<file path="config.mk">
export PLATFORM = sky130hd
export DESIGN_NAME = intr_ctrl
export DESIGN_NICKNAME = d
export VERILOG_FILES = /design/src/rtl/intr_pkg.sv /design/src/rtl/intr_sticky.sv /design/src/rtl/intr_enable.sv /design/src/rtl/intr_req_gen.sv /design/src/rtl/intr_ctrl.sv
export SDC_FILE = /design/constraint.sdc
export NUM_CORES = 1
export LEC_CHECK = 0
export BUFFER_PORTS_ARGS = -buffer_cell sky130_fd_sc_hd__buf_2
export CORE_UTILIZATION = 37
export DETAILED_ROUTE_END_ITERATION = 16
export GPL_ROUTABILITY_DRIVEN = 0
export GPL_TIMING_DRIVEN = 0
export PLACE_DENSITY = 0.72
export SYNTH_ARGS = -nofsm -noshare
export SYNTH_HDL_FRONTEND = slang
export SYNTH_SLANG_ARGS = --single-unit
</file>
<file path="constraint.sdc">
create_clock -name clk -period 0.95 [get_ports clk]
set_clock_uncertainty 0.2 [all_clocks]
set_input_delay 0.095 -clock clk [delete_from_list [all_inputs] [get_ports clk]]
set_output_delay 0.095 -clock clk [all_outputs]
set_load 0.03 [all_outputs]
</file>
<file path="src/rtl/intr_pkg.sv">
package intr_pkg;
  localparam int REG_W   = 8;
  localparam int SEL_W   = 2;
  localparam int N_STICK = 2;

  // Bit positions are the software-visible layout
  localparam int B_DMA   = 7;
  localparam int B_UNDER = 6;
  localparam int B_OVER  = 5;
  localparam int B_IDLE  = 4;
  localparam int B_DEV   = 3;

  localparam logic [REG_W-1:0] EN_MASK  = 8'hF8;
  localparam logic [REG_W-1:0] CPU_MASK = 8'h78;

  typedef enum logic [SEL_W-1:0] {
    SEL_STAT = 2'd0,
    SEL_EN   = 2'd1,
    SEL_CLR  = 2'd2,
    SEL_RSV  = 2'd3
  } sel_e;
endpackage

</file>
<file path="src/rtl/intr_sticky.sv">
module intr_sticky #(
  parameter int N = 2
) (
  input  logic         clk,
  input  logic         rst_n,
  input  logic [N-1:0] evt,
  input  logic [N-1:0] clr,
  output logic [N-1:0] q
);
  for (genvar i = 0; i < N; i++) begin : g_bit
    always_ff @(posedge clk or negedge rst_n) begin
      if (!rst_n)      q[i] <= 1'b0;
      else if (evt[i]) q[i] <= 1'b1;
      else if (clr[i]) q[i] <= 1'b0;
    end

    // a new event beats a simultaneous clear
    a_r6_event_wins: assert property (@(posedge clk) disable iff (!rst_n)
      evt[i] |=> q[i]);
    // a clear without an event empties the flag
    a_r3_clear_empties: assert property (@(posedge clk) disable iff (!rst_n)
      (clr[i] && !evt[i]) |=> !q[i]);
    // the flag holds without a clear
    a_r3_holds: assert property (@(posedge clk) disable iff (!rst_n)
      (q[i] && !clr[i]) |=> q[i]);
  end
endmodule

</file>
<file path="src/rtl/intr_enable.sv">
module intr_enable
  import intr_pkg::*;
#(
  parameter int W = REG_W,
  parameter logic [W-1:0] MASK = EN_MASK
) (
  input  logic         clk,
  input  logic         rst_n,
  input  logic         wr,
  input  logic [W-1:0] wdata,
  output logic [W-1:0] en
);
  always_ff @(posedge clk or negedge rst_n) begin
    if (!rst_n)  en <= '0;
    else if (wr) en <= wdata & MASK;
  end

  // a write lands, with unused bits forced low
  a_r7_write_lands: assert property (@(posedge clk) disable iff (!rst_n)
    wr |=> en == ($past(wdata) & MASK));
  a_r7_hold: assert property (@(posedge clk) disable iff (!rst_n)
    !wr |=> $stable(en));
endmodule

</file>
<file path="src/rtl/intr_req_gen.sv">
module intr_req_gen
  import intr_pkg::*;
#(
  parameter int W = REG_W,
  parameter logic [W-1:0] CPU_BITS = CPU_MASK,
  parameter int DMA_BIT = B_DMA
) (
  input  logic         clk,
  input  logic         rst_n,
  input  logic [W-1:0] stat,
  input  logic [W-1:0] en,
  output logic         cpu_irq,
  output logic         dma_req
);
  logic [W-1:0] hit;
  assign hit = stat & en;

  always_ff @(posedge clk or negedge rst_n) begin
    if (!rst_n) begin
      cpu_irq <= 1'b0;
      dma_req <= 1'b0;
    end else begin
      cpu_irq <= |(hit & CPU_BITS);
      dma_req <= hit[DMA_BIT];
    end
  end

  // the DMA request tracks bit 7 with one cycle of latency
  a_r10_dma_latency: assert property (@(posedge clk) disable iff (!rst_n)
    (stat[DMA_BIT] && en[DMA_BIT]) |=> dma_req);
  // enable bit 7 alone cannot wake the CPU
  a_r10_no_cpu_from_dma: assert property (@(posedge clk) disable iff (!rst_n)
    ((en & CPU_BITS) == '0) |=> !cpu_irq);
  // any enabled CPU source raises the interrupt
  a_r9_cpu_latency: assert property (@(posedge clk) disable iff (!rst_n)
    ((stat & en & CPU_BITS) != '0) |=> cpu_irq);
endmodule

</file>
<file path="src/rtl/intr_ctrl.sv">
module intr_ctrl
  import intr_pkg::*;
(
  input  logic             clk,
  input  logic             rst_n,
  input  logic             dev_irq,
  input  logic             fifo_under,
  input  logic             fifo_over,
  input  logic             eng_idle,
  input  logic             reg_wr,
  input  logic [SEL_W-1:0] reg_sel,
  input  logic [REG_W-1:0] reg_wdata,
  output logic [REG_W-1:0] reg_rdata,
  output logic             cpu_irq,
  output logic             dma_req
);
  logic [N_STICK-1:0] stick_evt, stick_clr, stick_q;
  logic [REG_W-1:0]   en, stat;
  logic               wr_en, wr_clr;

  assign wr_en  = reg_wr && (sel_e'(reg_sel) == SEL_EN);
  assign wr_clr = reg_wr && (sel_e'(reg_sel) == SEL_CLR);

  // sticky index 1 = underflow, 0 = overflow
  assign stick_evt = {fifo_under, fifo_over};
  assign stick_clr = {wr_clr & reg_wdata[B_UNDER], wr_clr & reg_wdata[B_OVER]};

  intr_sticky #(.N(N_STICK)) u_sticky (
    .clk(clk), .rst_n(rst_n), .evt(stick_evt), .clr(stick_clr), .q(stick_q)
  );

  intr_enable #(.W(REG_W), .MASK(EN_MASK)) u_enable (
    .clk(clk), .rst_n(rst_n), .wr(wr_en), .wdata(reg_wdata), .en(en)
  );

  always_comb begin
    stat          = '0;
    stat[B_DMA]   = dev_irq;
    stat[B_UNDER] = stick_q[1];
    stat[B_OVER]  = stick_q[0];
    stat[B_IDLE]  = eng_idle;
    stat[B_DEV]   = dev_irq;
  end

  always_comb begin
    unique case (sel_e'(reg_sel))
      SEL_STAT: reg_rdata = stat;
      SEL_EN:   reg_rdata = en;
      default:  reg_rdata = '0;
    endcase
  end

  intr_req_gen #(.W(REG_W), .CPU_BITS(CPU_MASK), .DMA_BIT(B_DMA)) u_req (
    .clk(clk), .rst_n(rst_n), .stat(stat), .en(en),
    .cpu_irq(cpu_irq), .dma_req(dma_req)
  );

  // a status write leaves the enable register alone
  a_r8_stat_wr_inert: assert property (@(posedge clk) disable iff (!rst_n)
    (reg_wr && reg_sel == 2'd0) |=> $stable(en));
  // a clear write never disturbs the enables
  a_r5_clr_keeps_en: assert property (@(posedge clk) disable iff (!rst_n)
    wr_clr |=> $stable(en));
endmodule

</file>
==> Yosys cells after proc, flatten, opt, wreduce, memory -nomap -nowiden <==
Cells that the tools add are included.
{ "classes": {"n_mux": 5, "n_eq_ne": 2, "bitwise_logic": 3, "reduce_logical": 6} }
{ "op_table": {"columns": ["cell", "count"], "rows": [
  ["$pmux W8 S2", 1],
  ["$and A8 B8 Y8", 1],
  ["$mux W1", 4],
  ["$reduce_bool A2 Y1", 2],
  ["$reduce_or A4 Y1", 1],
  ["$and A1 B1 Y1", 2],
  ["$eq A2 B1 Y1 const B", 1],
  ["$eq A2 B2 Y1 const B", 1],
  ["$logic_and A1 B1 Y1", 2],
  ["$logic_not A2 Y1", 1]
]} }
{ "word_totals": {"wordCells": 21, "output_inout_bits": 10, "in_bits": 17, "reg_bits": 9} }

==> Depth between registers and ports, before layout <==
{ "logic_depth": {"word_depth": 5, "ltp_mapped": 3, "mapped_depth_nobuf": 2} }

==> By module <==
Synthesis repeated with hierarchy kept, for this count alone.
{ "hier_totals": {"cells_unflattened": 46, "area_unflattened_um2": 501.7} }
{ "modules_own_cells": {"columns": ["module", "instances", "seq_area_each_um2", "area_per_inst_um2", "cells_each"], "rows": [
  ["intr_enable", 1, 125.1, 207.7, 14],
  ["intr_ctrl", 1, 0.0, 146.4, 20],
  ["intr_req_gen", 1, 50.0, 75.1, 6],
  ["intr_sticky", 1, 50.0, 72.6, 6]
]} }

==> Worst setup path before layout <==
Ideal clock, no wire load.
{ "synth_timing": {"path_kind": "reg2out", "startpoint": "register u_enable.en[3]", "endpoint": "output reg_rdata[3]", "path_slack_ps": -244, "arrival_ps": 899, "path_stages_with_launch": 3, "path_buffers": 0, "required_time_ps": 655, "path_cell_list": "dfrtp_1 > nand2_1 > a21oi_1"} }
{ "synth_via": {"elab_chain_cells": 1} }
{ "synth_rtl": {"columns": ["element", "line_no", "text"], "rows": [
  ["start, declared", "intr_enable.sv:11", "output logic [W-1:0] en"],
  ["start signal, assigned", "intr_enable.sv:15", "else if (wr) en <= wdata & MASK;"],
  ["$pmux W8 S2", "intr_ctrl.sv:46", "unique case (sel_e'(reg_sel))"],
  ["end, declared", "intr_ctrl.sv:13", "output logic [REG_W-1:0] reg_rdata,"]
]} }
No other way between the ends.

==> Worst setup path after layout <==
{ "layout_timing": {"startpoint": "register u_enable.en[4]", "endpoint": "output reg_rdata[4]"} }
Same word-level chain as after synthesis.

==> summary by stage <==
Floorplanning
The area inside the core boundary is between 1000 and 1500 um^2. The number of placement rows is 12. Once the floorplan was initialized, standard cells occupied approximately two fifths of the core. The overall die width is ~38 um. The die covers 1470 um^2.

The number of placed I/O pins is 27. The floorplan step set the die height to between 30 and 40 um.

STA
The final number of hold-violating endpoints is 9. Setup violations remaining at the end of the flow were counted as 15. The final count of pins violating max slew came to 0. Setup repair after global routing could not meet its margin everywhere. The smallest setup slack after layout is -0.358 ns.

Static timing analysis puts the maximum clock frequency at 765 MHz. The time the worst path needs with I/O delays and setup is 1.31 ns. The hold slack is -0.124 ns. The post-route fraction of the period consumed by the critical path is 138%.

Critical path
Along the worst path, the maximum fanout reaches 2. The worst setup path is launched from a flip-flop. The data required time of the critical path is 0.65 ns.

The critical path data arrival time is 1.01 ns. The setup path with the least slack is of type flip-flop to primary output. STA classifies the critical path endpoint as a primary output.

Placed design
Counting tap cells, the placed design contains a total of 74 instances. The detailed-placement wirelength estimate is 719 um. The area after detailed placement is between 600 and 700 um^2.

The count of input and output buffers is 18. The worst slack at placement is -0.135 ns.

GRT
The first global-routing pass estimated 1.84 mm of wire. After global routing the overflow that remains totals 0. Global routing used 18.6% of the available tracks.

The number of global-route vias before repair is around 450. Entering global routing, the biggest net connects 10 pins. The number of antenna violations at the first check in global routing came to 0.

Cells and area
The fraction of layout instances using a drive strength above 1 is 68.4%. From synthesis to final layout, the design area changed by 77.2%. The count of non-filler cells in the finished layout is 90. 0 antenna diodes ended up in the layout. The top cell types in the final layout, fill and taps aside, are 15 x buf_6, 11 x buf_2, 9 x dfrtp_1, 5 x mux2_4, 5 x buf_4. The leading cell type in the layout, fill and taps excluded is buf_6. The multi-input combinational cells in the finished layout cover a total of 284 um^2. The filler cells instantiated in the layout total 89.

The number of nets in the layout is 94. The finished cells cover just under 900 um^2. Across the whole layout, storage elements account for 225 um^2.

Route
The final routed wirelength across all metal layers is 1.14 mm. The number of antenna-violating nets in the routed design is 0. The count of routing violations after the opening detailed-route iteration is 5. The routed layout has roughly 430 vias. The number of design rule violations left after detail routing is 0. The number of vias per cell is 4.82. The first detailed-routing pass ran for 4 iterations. The post-detailed-route wirelength per cell is 12.7 um.

Worst hold path
The min-delay analysis places its worst path in the category input pin to flip-flop.

Clock tree
Clock tree synthesis selected as its root buffer the cell clkbuf_4. The maximum buffer depth of the clock tree is 2. CTS built an H-tree with a depth of 1. The clock transition at the register clock pins on the worst setup and hold paths after CTS is 0.06 ns. The number of buffers inserted during clock tree synthesis is 3.

The clock latency of the later-clocked register in the worst-skew pair is 0.25 ns. The cts-stage hold buffer count is 3. The CTS tree is built. The clock net sink count is 9.

Synthesis
The average size of a mapped cell is 12.2 um^2. The number of library cell types mapped by synthesis is 15. The synthesized design spends more area on one cell type than any other, namely dfrtp_1. The number of warnings issued by yosys is 0. Synthesis produced 40 cells.

The top cell type by area accounts for between 40% and 50% of the synthesized area. The post-synthesis cell area is between 400 and 500 um^2. The register area share after synthesis is between 40% and 50%. After synthesis, the cell types taking the most area are dfrtp_1 46%, mux2_4 15%, mux2i_1 6.2%, buf_4 6.2%, nand3b_4 4.1%. The register bit count reported by yosys is 9.

Pwr
IR analysis of the VDD net gives a maximum drop of 901 uV. The leakage power is 0.000430 uW. The power density normalized to cell area is 1490 nW/um^2. The total power is about 1300 uW.

Run status
The flow ran to the end, but the final reports show violations. The final reports fail on hold timing, setup timing.

Run
The tool flagged a number of max-cap violations equal to 0.
cell type report:
cell class | count | area share, %
Sequential cell | 9 | 26.0
Buffer | 5 | 6.22
Clock buffer | 4 | 3.04
Tap cell | 14 | 2.03
Timing Repair Buffer | 30 | 29.8
Multi-Input combinational cell | 28 | 32.9
power by group:
group	switching, uW	internal (uW)
clock network	121	161
logic	224	299
registers	40.6	440
total	385	900
synth_stat cells, drive strengths merged:
cell,count
nor2,3
mux2,5
dfrtp,9
conb,1
nand3b,1
nand2b,1
a22oi,2
mux2i,3
nand2,3
and2,1
buf,5
nand4b,2
a21o,2
a21oi,2
state kept, by name, summed over array words and instances, names as in the netlist:
name / count
u_sticky.q: 2
u_enable.en: 5
u_req.dma_req: 1
u_req.cpu_irq: 1
kinds of logic (layout without fill, tap and decap cells):
logic type             Yosys count  count (layout)  share of synthesized area, %
DFF                              9               9                          46.2
buffers and inverters            5              39                          8.46
other                            1               3                         0.768
and+or+nand+nor                 11              11                          14.9
muxes                            8               8                          21.5
AOI/OAI and AO/OA                6               6                          8.20
metal layers:
metal | share of wire [%] | track usage, % | routed length, um | up-vias
met5 | 0 | 0 | 0 | -
met3 | 5.1 | 3.49 | 58 | 0
met4 | 0 | 2.68 | 0 | 0
li1 | - | - | - | 206
met2 | 54 | 35.2 | 618 | 16
met1 | 41 | 21.7 | 465 | 212
through the flow:
stage | TNS, ns | utilization (%)
global route | -3.43 | 73.8
finish | -2.95 | 73.8
detailed placement | -1.21 | 55.8
floorplan | -0.619 | -
CTS | -2.62 | 71.2
global placement | -1.16 | 55.8
worst max-delay path, stage by stage (launching register included):
cell,delay (ns)
dfrtp_1,0.40
mux2i_1,0.18
nor2_2,0.06
buf_6,0.13
worst paths after layout:
check | from | end | slack (ns) | cells past startpoint
min in group asynchronous | rst_n | u_req.dma_req | 0.02 | 2
max in group asynchronous | rst_n | u_sticky.q[1] | 0.35 | 2
min reg2reg | u_enable.en[3] | u_req.cpu_irq | 0.41 | 3
max reg2reg | u_sticky.q[0] | u_req.cpu_irq | -0.19 | 4
max | u_enable.en[4] | reg_rdata[4] | -0.36 | 3
min | reg_wdata[7] | u_enable.en[7] | -0.12 | 2
repair_timing:
| item | 4_1_cts | 5_1_grt |
|---|---|---|
| gates resized for setup | 21 | 7 |
| pin swaps | 5 | 4 |
| endpoints found under the hold margin | 18 | 9 |
| buffers inserted | 7 | 4 |
| setup endpoints to repair | 13 | 16 |
No activity file was read; power rests on OpenSTA's default activity.
